[config.mk]
export PLATFORM = sky130hd
export DESIGN_NAME = adc_serial_frontend
export DESIGN_NICKNAME = d
export VERILOG_FILES = /design/src/rtl/adc_fe_pkg.sv /design/src/rtl/sclk_edge_det.sv /design/src/rtl/ctrl_decode.sv /design/src/rtl/result_shifter.sv /design/src/rtl/adc_serial_frontend.sv
export SDC_FILE = /design/constraint.sdc
export NUM_CORES = 1
export LEC_CHECK = 0
export ABC_CLOCK_PERIOD_IN_PS = 2500
export BUFFER_PORTS_ARGS = -buffer_cell sky130_fd_sc_hd__buf_2
export CAP_MARGIN = 10
export CORE_ASPECT_RATIO = 1.1
export CORE_MARGIN = 2
export CORE_UTILIZATION = 54
export CTS_BUF_LIST = sky130_fd_sc_hd__clkbuf_8
export DETAILED_ROUTE_END_ITERATION = 8
export PLACE_DENSITY = 0.87
export SYNTH_ARGS = -nofsm -noshare
export SYNTH_HDL_FRONTEND = slang
export SYNTH_HIERARCHICAL = 1
export SYNTH_SLANG_ARGS = --single-unit
[constraint.sdc]
create_clock -name clk -period 2.5 [get_ports clk]
set_input_delay 0.5 -clock clk [delete_from_list [all_inputs] [get_ports clk]]
set_output_delay 0.5 -clock clk [all_outputs]
set_load 0.01 [all_outputs]
[src/rtl/adc_fe_pkg.sv]
package adc_fe_pkg;

  localparam int CTRL_BITS = 8;
  localparam int CH_BITS   = 3;

  typedef enum logic [2:0] {
    ST_HUNT,
    ST_CTRL,
    ST_STROBE,
    ST_SHIFT,
    ST_WAIT
  } fe_state_t;

  typedef enum logic [1:0] {
    PM_DOWN = 2'b00,
    PM_RSVD = 2'b01,
    PM_INT  = 2'b10,
    PM_EXT  = 2'b11
  } pmode_t;

  typedef struct packed {
    logic [CH_BITS-1:0] pos;
    logic [CH_BITS-1:0] neg;
    logic               neg_com;
    logic               unipolar;
    pmode_t             pmode;
  } fe_cfg_t;

endpackage

[src/rtl/sclk_edge_det.sv]
module sclk_edge_det (
  input  logic clk,
  input  logic rst_n,
  input  logic sclk,
  input  logic cs_n,
  output logic rise_o,
  output logic fall_o
);

  logic sclk_q;

  always_ff @(posedge clk or negedge rst_n) begin
    if (!rst_n) sclk_q <= 1'b0;
    else        sclk_q <= sclk;
  end

  // Edges count only while the port is selected
  assign rise_o = sclk & ~sclk_q & ~cs_n;
  assign fall_o = ~sclk & sclk_q & ~cs_n;

endmodule

[src/rtl/ctrl_decode.sv]
module ctrl_decode
  import adc_fe_pkg::*;
(
  input  logic [CTRL_BITS-1:0] word_i,
  output fe_cfg_t              cfg_o
);

  logic sel2, sel1, sel0, single;

  assign sel2   = word_i[6];
  assign sel1   = word_i[5];
  assign sel0   = word_i[4];
  assign single = word_i[2];

  always_comb begin
    cfg_o.pos      = {sel1, sel0, sel2};
    cfg_o.neg_com  = single;
    cfg_o.neg      = single ? '0 : {sel1, sel0, ~sel2};
    cfg_o.unipolar = word_i[3];
    cfg_o.pmode    = pmode_t'(word_i[1:0]);
  end

  // bit 7 is the start marker; the parser guarantees it, nothing to decode
  logic unused_start;
  assign unused_start = word_i[7];

endmodule

[src/rtl/result_shifter.sv]
module result_shifter #(
  parameter int RES_BITS = 12
) (
  input  logic                clk,
  input  logic                rst_n,
  input  logic                clr_i,
  input  logic                load_i,
  input  logic                shift_i,
  input  logic [RES_BITS-1:0] word_i,
  output logic                bit_o
);

  logic [RES_BITS-1:0] sr_q, sr_d;
  logic                bit_q, bit_d;

  always_comb begin
    sr_d  = sr_q;
    bit_d = bit_q;
    if (clr_i) begin
      sr_d  = '0;
      bit_d = 1'b0;
    end else if (load_i) begin
      sr_d  = {word_i[RES_BITS-2:0], 1'b0};
      bit_d = word_i[RES_BITS-1];
    end else if (shift_i) begin
      sr_d  = {sr_q[RES_BITS-2:0], 1'b0};
      bit_d = sr_q[RES_BITS-1];
    end
  end

  always_ff @(posedge clk or negedge rst_n) begin
    if (!rst_n) begin
      sr_q  <= '0;
      bit_q <= 1'b0;
    end else begin
      sr_q  <= sr_d;
      bit_q <= bit_d;
    end
  end

  assign bit_o = bit_q;

  assert_load_msb_R7: assert property (@(posedge clk) disable iff (!rst_n)
    (load_i && !clr_i) |=> (bit_o == $past(word_i[RES_BITS-1])));

  assert_clear_zero_R10: assert property (@(posedge clk) disable iff (!rst_n)
    clr_i |=> !bit_o);

endmodule

[src/rtl/adc_serial_frontend.sv]
module adc_serial_frontend
  import adc_fe_pkg::*;
#(
  parameter int RES_BITS = 12,
  parameter int TRACK_AT = 5
) (
  input  logic                clk,
  input  logic                rst_n,
  input  logic                sclk,
  input  logic                cs_n,
  input  logic                din,
  input  logic [RES_BITS-1:0] result_i,
  input  logic                conv_done_i,
  output logic                dout,
  output logic                dout_oe,
  output logic                sstrb,
  output logic                sstrb_oe,
  output logic                track_o,
  output logic                hold_o,
  output logic [CH_BITS-1:0]  pos_ch_o,
  output logic [CH_BITS-1:0]  neg_ch_o,
  output logic                neg_com_o,
  output logic                unipolar_o,
  output logic [1:0]          pmode_o
);

  localparam int CNT_W = $clog2(CTRL_BITS + 1);
  localparam logic [CNT_W-1:0] CNT_TRACK = CNT_W'(TRACK_AT);
  localparam logic [CNT_W-1:0] CNT_LAST  = CNT_W'(CTRL_BITS);

  logic rise, fall;

  sclk_edge_det u_edge (
    .clk    (clk),
    .rst_n  (rst_n),
    .sclk   (sclk),
    .cs_n   (cs_n),
    .rise_o (rise),
    .fall_o (fall)
  );

  fe_state_t            state_q, state_d;
  logic [CNT_W-1:0]     cnt_q, cnt_d;
  logic [CTRL_BITS-1:0] word_q, word_d;
  logic                 track_q, track_d;
  logic                 hold_q, hold_d;
  logic                 sstrb_q, sstrb_d;
  logic                 oe_q, oe_d;
  fe_cfg_t              cfg_q, cfg_d, cfg_dec;
  logic                 sh_clr, sh_load, sh_shift;

  ctrl_decode u_dec (
    .word_i (word_q),
    .cfg_o  (cfg_dec)
  );

  result_shifter #(.RES_BITS(RES_BITS)) u_shift (
    .clk     (clk),
    .rst_n   (rst_n),
    .clr_i   (sh_clr),
    .load_i  (sh_load),
    .shift_i (sh_shift),
    .word_i  (result_i),
    .bit_o   (dout)
  );

  always_comb begin
    state_d  = state_q;
    cnt_d    = cnt_q;
    word_d   = word_q;
    track_d  = track_q;
    hold_d   = hold_q;
    sstrb_d  = sstrb_q;
    cfg_d    = cfg_q;
    oe_d     = 1'b1;
    sh_clr   = 1'b0;
    sh_load  = 1'b0;
    sh_shift = 1'b0;
    if (cs_n) begin
      state_d = ST_HUNT;
      cnt_d   = '0;
      track_d = 1'b0;
      hold_d  = 1'b0;
      sstrb_d = 1'b0;
      oe_d    = 1'b0;
      sh_clr  = 1'b1;
    end else begin
      unique case (state_q)
        ST_HUNT: begin
          if (rise && din) begin
            word_d  = CTRL_BITS'(1);
            cnt_d   = CNT_W'(1);
            state_d = ST_CTRL;
          end
        end
        ST_CTRL: begin
          if (rise) begin
            word_d = {word_q[CTRL_BITS-2:0], din};
            cnt_d  = cnt_q + 1'b1;
          end else if (fall) begin
            if (cnt_q == CNT_TRACK) track_d = 1'b1;
            if (cnt_q == CNT_LAST) begin
              track_d = 1'b0;
              hold_d  = 1'b1;
              cfg_d   = cfg_dec;
              if (cfg_dec.pmode == PM_INT) begin
                sstrb_d = 1'b0;
                state_d = ST_WAIT;
              end else begin
                sstrb_d = 1'b1;
                state_d = ST_STROBE;
              end
            end
          end
        end
        ST_STROBE: begin
          if (fall) begin
            sstrb_d = 1'b0;
            sh_load = 1'b1;
            state_d = ST_SHIFT;
          end
        end
        ST_WAIT: begin
          if (conv_done_i) begin
            sstrb_d = 1'b1;
            sh_load = 1'b1;
            state_d = ST_SHIFT;
          end
        end
        ST_SHIFT: begin
          if (fall) sh_shift = 1'b1;
        end
        default: state_d = ST_HUNT;
      endcase
    end
  end

  always_ff @(posedge clk or negedge rst_n) begin
    if (!rst_n) begin
      state_q <= ST_HUNT;
      cnt_q   <= '0;
      word_q  <= '0;
      track_q <= 1'b0;
      hold_q  <= 1'b0;
      sstrb_q <= 1'b0;
      oe_q    <= 1'b0;
      cfg_q   <= '0;
    end else begin
      state_q <= state_d;
      cnt_q   <= cnt_d;
      word_q  <= word_d;
      track_q <= track_d;
      hold_q  <= hold_d;
      sstrb_q <= sstrb_d;
      oe_q    <= oe_d;
      cfg_q   <= cfg_d;
    end
  end

  assign sstrb      = sstrb_q;
  assign sstrb_oe   = oe_q;
  assign dout_oe    = oe_q;
  assign track_o    = track_q;
  assign hold_o     = hold_q;
  assign pos_ch_o   = cfg_q.pos;
  assign neg_ch_o   = cfg_q.neg;
  assign neg_com_o  = cfg_q.neg_com;
  assign unipolar_o = cfg_q.unipolar;
  assign pmode_o    = cfg_q.pmode;

  assert_track_hold_excl_R5: assert property (@(posedge clk) disable iff (!rst_n)
    !(track_o && hold_o));

  assert_hold_on_fall_R5: assert property (@(posedge clk) disable iff (!rst_n)
    $rose(hold_o) |-> $past(fall));

  assert_strobe_level_R6: assert property (@(posedge clk) disable iff (!rst_n)
    (state_q == ST_STROBE) |-> sstrb);

  assert_strobe_width_R6: assert property (@(posedge clk) disable iff (!rst_n)
    (state_q == ST_STROBE && fall) |=> !sstrb);

  assert_dout_timing_R8: assert property (@(posedge clk) disable iff (!rst_n)
    !$stable(dout) |-> ($past(fall) || $past(cs_n) ||
                        $past(state_q == ST_WAIT && conv_done_i)));

  assert_deselect_R10: assert property (@(posedge clk) disable iff (!rst_n)
    cs_n |=> (!dout_oe && !sstrb_oe && !track_o && !hold_o && !sstrb &&
              state_q == ST_HUNT));

  assert_cfg_stable_R4: assert property (@(posedge clk) disable iff (!rst_n)
    (state_q != ST_CTRL) |=> $stable(pmode_o));

endmodule

==> results.cfg, run 1 <==
[outcome]
run_status = complete, no violations

[drt]
drc = 0
drt_iter0_drc = 114
routed_via_density = 5.67
wl_per_cell_um = 15.5
ant_nets = 0
via_count = 1542
wl_um = 4200
first_pass_iters = 4

[critical_path]
path_max_fanout = 11
r2r-start = u_edge/sclk_q
rrSetupSlack_ns = 0.48
critPathMostFrequentCell = inv_1
slowest_stage = nor3b_1
slowest_delay_ns = 0.38
worstRegToRegCells = 6
cp.required_ns = 2.69
crit_path_start_kind = input pin
endpoint_kind = flop
r2r_end = u_shift/sr_q[6]
critPathKind = input pin to flop
crit_arrival_ns = 2.23
cp_cell_sequence = buf_2 > nor3b_1 > inv_1 > o22ai_1 > and2_1 > inv_1 > a211oi_1

[place]
gp_congestion = 0.922
hpwl_um = 2910
portBuffers = 33
dpl_cell_area_um2 = 2330
dp_cells = 264

[clocking]
cts_setup_buffers = 0
tritoncts.num_buffers = 5
htree_levels = 2
hold_buffers = 0
cts_max_path_buffers = 2
clk_pin_slew_ns = 0.08
cts_resized = 0
cts_tree = done
clock_latency_ns = 0.29
numClockSinks = 41
cts-root-buf = clkbuf_8

[timing]
hold_viol = 0
rsz0062_at_grt = no
slew_headroom = 0.410
finalMaxSlewViolations = 0
fin_skew_ns = 0.00791
fin_crit_ns = 2.04
setup_tns_ns = 0
max_freq_ghz = 0.490
whs_ns = 0.319
finalSetupViolCount = 0
min_period_over_period = 0.817
tightest_slew_ns = 0.885

[final_layout]
fin_util = 0.622
multiInputGateArea_um2 = 1000
final_cell_mix = 41 x dfrtp_1, 33 x buf_2, 18 x nor2b_1
layout-drive-gt1-share = 0.318
syn_to_final_growth_pct = 12.1
seqCellArea_um2 = 1030
num-fill-cells = 320
diodes = 0
postLayoutCellArea_um2 = 2450
fin_nets = 240
final_common_cell = dfrtp_1
layoutNonFillerInstCount = 272

[worst_hold_path]
hold_class = input pin to async pin

[die]
die_w_um = 64.6
initial_core_util = 0.555
rows = 24
coreArea_um2 = 3930
io_pins = 34
dieArea_um2 = 4570
die_y_um = 70.7

[grt]
grt_usage = 0.200
grt_pass1_wl_um = 7090
grt_max_degree = 42
grt_pass1_vias = 1530
antenna_found_initial = 0
grt_overflow = 0

[power]
p_per_area_nw_per_um2 = 563
peakVddDrop_mv = 0.295
power_leakage_nw = 1.12

[synthesis]
syn_area_um2 = 2180
ys_warn_count = 6
syn_inst = 192
syn_area_per_cell_um2 = 11.4
synth_nets = 213

[job]
maxCapViolCount = 0
layer usage:
| layer | wire [µm] | GRT usage | vias up |
|---|---|---|---|
| li1 | - | - | 742 |
| met1 | 1930 | 0.266 | 743 |
| met2 | 2010 | 0.319 | 51 |
| met3 | 204 | 0.0366 | 6 |
| met4 | 61 | 0.0922 | 0 |
| met5 | 0 | 0 | - |
sequential cells by signal (all words and copies together) (netlist names):
signal         cells
u_shift/sr_q      11
word_q             7
cnt_q              4
neg_ch_o           3
pos_ch_o           3
state_q            3
pmode_o            2
dout_oe            1
hold_o             1
neg_com_o          1
sstrb              1
track_o            1
u_edge/sclk_q      1
u_shift/bit_o      1
unipolar_o         1
per-stage QoR:
step	total power, mW	setup slack (ns)
final	1.38	0.458
after global routing	1.43	0.342
after CTS	1.39	0.474
after detailed placement	0.841	0.215
after global placement	0.836	0.349
after floorplan	0.807	0.665
power breakdown:
part | internal (mW) | switching [mW] | total (mW) | leakage, nW
Sequential | 0.684 | 0.0317 | 0.715 | 0.559
Combinational | 0.0486 | 0.0659 | 0.115 | 0.504
Clock | 0.325 | 0.225 | 0.549 | 0.0574
worst max path at each step:
stage | start | endpoint | slack (ns) | cells past startpoint
2_1_floorplan | cs_n | cnt_q[0] | 0.66 | 4
3_3_place_gp | cs_n | u_shift/sr_q[6] | 0.35 | 7
3_5_place_dp | cs_n | u_shift/sr_q[6] | 0.21 | 7
4_1_cts | cs_n | u_shift/sr_q[6] | 0.47 | 7
5_1_grt | cs_n | u_shift/sr_q[6] | 0.34 | 7
6_report | cs_n | u_shift/sr_q[6] | 0.46 | 7
cell type report:
type,count,area share
Clock buffer,6,0.0337
Clock inverter,2,0.0153
Inverter,9,0.0138
Multi-Input combinational cell,124,0.409
Sequential cell,41,0.419
Tap cell,52,0.0266
Timing Repair Buffer,38,0.0828
worst max-delay path, delay by kind of cell:
kind / cells / cell delay, ns
AOI/OAI and AO/OA: 2 / 0.50
buffers and inverters: 3 / 0.59
and+or+nand+nor: 2 / 0.65
Note: power is estimated with default switching activity, not from simulation.
==> inputs of run 2 (changes only) <==
ABC_AREA = 1   (was unset)
ABC_CLOCK_PERIOD_IN_PS = 1700   (was 2500)
CORE_UTILIZATION = 53   (was 54)
PLACE_DENSITY = 0.89   (was 0.87)
clock period = 1.7 ns   (was 2.5 ns; I/O delays follow)
==> run 2 against run 1 <==
Effect of this change: flip-flop and latch count is the same; global-route usage grew 1.5 points; register-to-register slack lost 0.42 ns; clock-buffer cell count is the same; via count grew 36%; largest cell class is now multi-input gates.
==> results.cfg, run 2 <==
[outcome]
run_status = complete, no violations

[critical_path]
crit_arrival_ns = 1.82
worstRegToRegCells = 10
cp.required_ns = 1.88
endpoint_kind = flop
critPathKind = flop to flop
crit_path_start_kind = flop
path_max_fanout = 5

[grt]
antenna_found_initial = 0
grt_pass1_wl_um = 8020
grt_overflow = 0
grt_max_degree = 25
grt_usage = 0.215
grt_pass1_vias = 1988

[final_layout]
postLayoutCellArea_um2 = 2740
seqCellArea_um2 = 1030
syn_to_final_growth_pct = 18.3
top_register = u_shift/sr_q
reg_top3 = u_shift/sr_q: 11 flops, word_q: 7 flops, cnt_q: 4 flops
num-fill-cells = 362
diodes = 0
final_common_cell = nand2_1
final_cell_mix = 115 x nand2_1, 42 x inv_1, 40 x dfrtp_1
largest_reg_flops = 11
multiInputGateArea_um2 = 1040
fin_nets = 379
layout-drive-gt1-share = 0.237

[die]
dieArea_um2 = 4920
initial_core_util = 0.545
rows = 25
io_pins = 34
die_w_um = 67.1
coreArea_um2 = 4250
die_y_um = 73.4

[clocking]
htree_levels = 2
clock_latency_ns = 0.29
numClockSinks = 41
clk_pin_slew_ns = 0.08
cts_max_path_buffers = 2
cts_tree = done
tritoncts.num_buffers = 5
cts-root-buf = clkbuf_8

[timing]
whs_ns = 0.188
max_freq_ghz = 0.610
fin_crit_ns = 1.64
setup_tns_ns = 0
finalSetupViolCount = 0
min_period_over_period = 0.964
fin_skew_ns = 0.00760
tightest_slew_ns = 0.442
hold_viol = 0
rsz0062_at_grt = no
finalMaxSlewViolations = 0
fin_ws_ns = 0.0619
slew_headroom = 0.705

[place]
preCtsSetupSlack_ns = 0.0234
hpwl_um = 3650
dpl_cell_area_um2 = 2590
gp_congestion = 0.889
portBuffers = 33

[drt]
ant_nets = 0
wl_per_cell_um = 12.0
via_count = 2098
wl_um = 4940
first_pass_iters = 5
drt_iter0_drc = 177
routed_via_density = 5.08
drc = 0

[synthesis]
syn_area_um2 = 2320
syn_inst = 312
synth_nets = 333
ys_warn_count = 6
syn_area_per_cell_um2 = 7.44

[worst_hold_path]
hold_class = input pin to flop
holdPathStages = 1

[power]
p_per_area_nw_per_um2 = 1120
p_total_mw = 3.06
power_leakage_nw = 1.58
peakVddDrop_mv = 0.682

[job]
maxCapViolCount = 0
-- run 2: cell types whose count changed in the layout (fill, tap and decap cells not counted), moves of 8 or more --
| cell | change |
|---|---|
| nand2_1 | +107 |
| inv_1 | +33 |
| nand3_1 | +31 |
| nor2b_1 | -18 |
| buf_4 | +11 |
| mux2i_1 | -11 |
| a211oi_2 | -10 |
| mux2_2 | -10 |
| nor2_1 | +8 |
-- run 2: what timing repair did --
action | in CTS | in global routing
endpoints found under the hold margin | 14 | 0
gates resized for setup | 0 | 5
endpoints found under the setup margin | 0 | 10
setup buffers | 0 | 2
hold buffers | 1 | 0
-- run 2: per-stage QoR --
step           cells  utilization
4_1_cts          411        0.638
3_5_place_dp     402        0.608
5_1_grt          413        0.645
3_3_place_gp     402        0.608
6_report         413        0.645
2_1_floorplan    312            -
-- run 2: worst max-delay path, stage by stage, from the launching register on --
cell and delay [ns]:
dfrtp_1 0.46, nor2_2 0.18, nand3_1 0.16, o32ai_2 0.13, buf_4 0.18, nor2_4 0.04
buf_4 0.14, nand2_1 0.06, nand2_1 0.04, nand2_1 0.08, inv_1 0.05
-- run 2: area by class of cell --
class / instances / area share
Sequential cell: 41 / 0.374
Clock buffer: 6 / 0.0301
Inverter: 47 / 0.0661
Timing Repair Buffer: 51 / 0.115
Multi-Input combinational cell: 212 / 0.378
Tap cell: 54 / 0.0246
Clock inverter: 2 / 0.0123
-- run 2: final timing paths --
path,endpoint,slack (ns),from
min in group asynchronous,cnt_q[2],0.51,rst_n
worst max-delay path,u_shift/sr_q[10],0.06,state_q[1]
worst max register to register,u_shift/sr_q[10],0.06,state_q[1]
max in group asynchronous,u_shift/sr_q[7],0.71,rst_n
worst min-delay path,u_edge/sclk_q,0.19,sclk
worst min register to register,neg_ch_o[0],0.47,neg_ch_o[0]
-- run 2: metal layers --
metal / global-route usage / vias up / share of wire / routed length [µm]
met5: 0 / - / 0 / 0
met4: 0.0884 / 0 / 0.018 / 88
met3: 0.0459 / 7 / 0.041 / 203
met2: 0.389 / 53 / 0.52 / 2550
met1: 0.241 / 978 / 0.42 / 2100
li1: - / 1060 / - / -
-- run 2: power breakdown --
group / total [mW] / internal [mW] / switching [mW] / leakage, nW
combinational: 0.999 / 0.361 / 0.638 / 0.975
clock: 0.806 / 0.473 / 0.333 / 0.0626
sequential: 1.26 / 1.12 / 0.135 / 0.543
total: 3.06 / 1.96 / 1.11 / 1.58
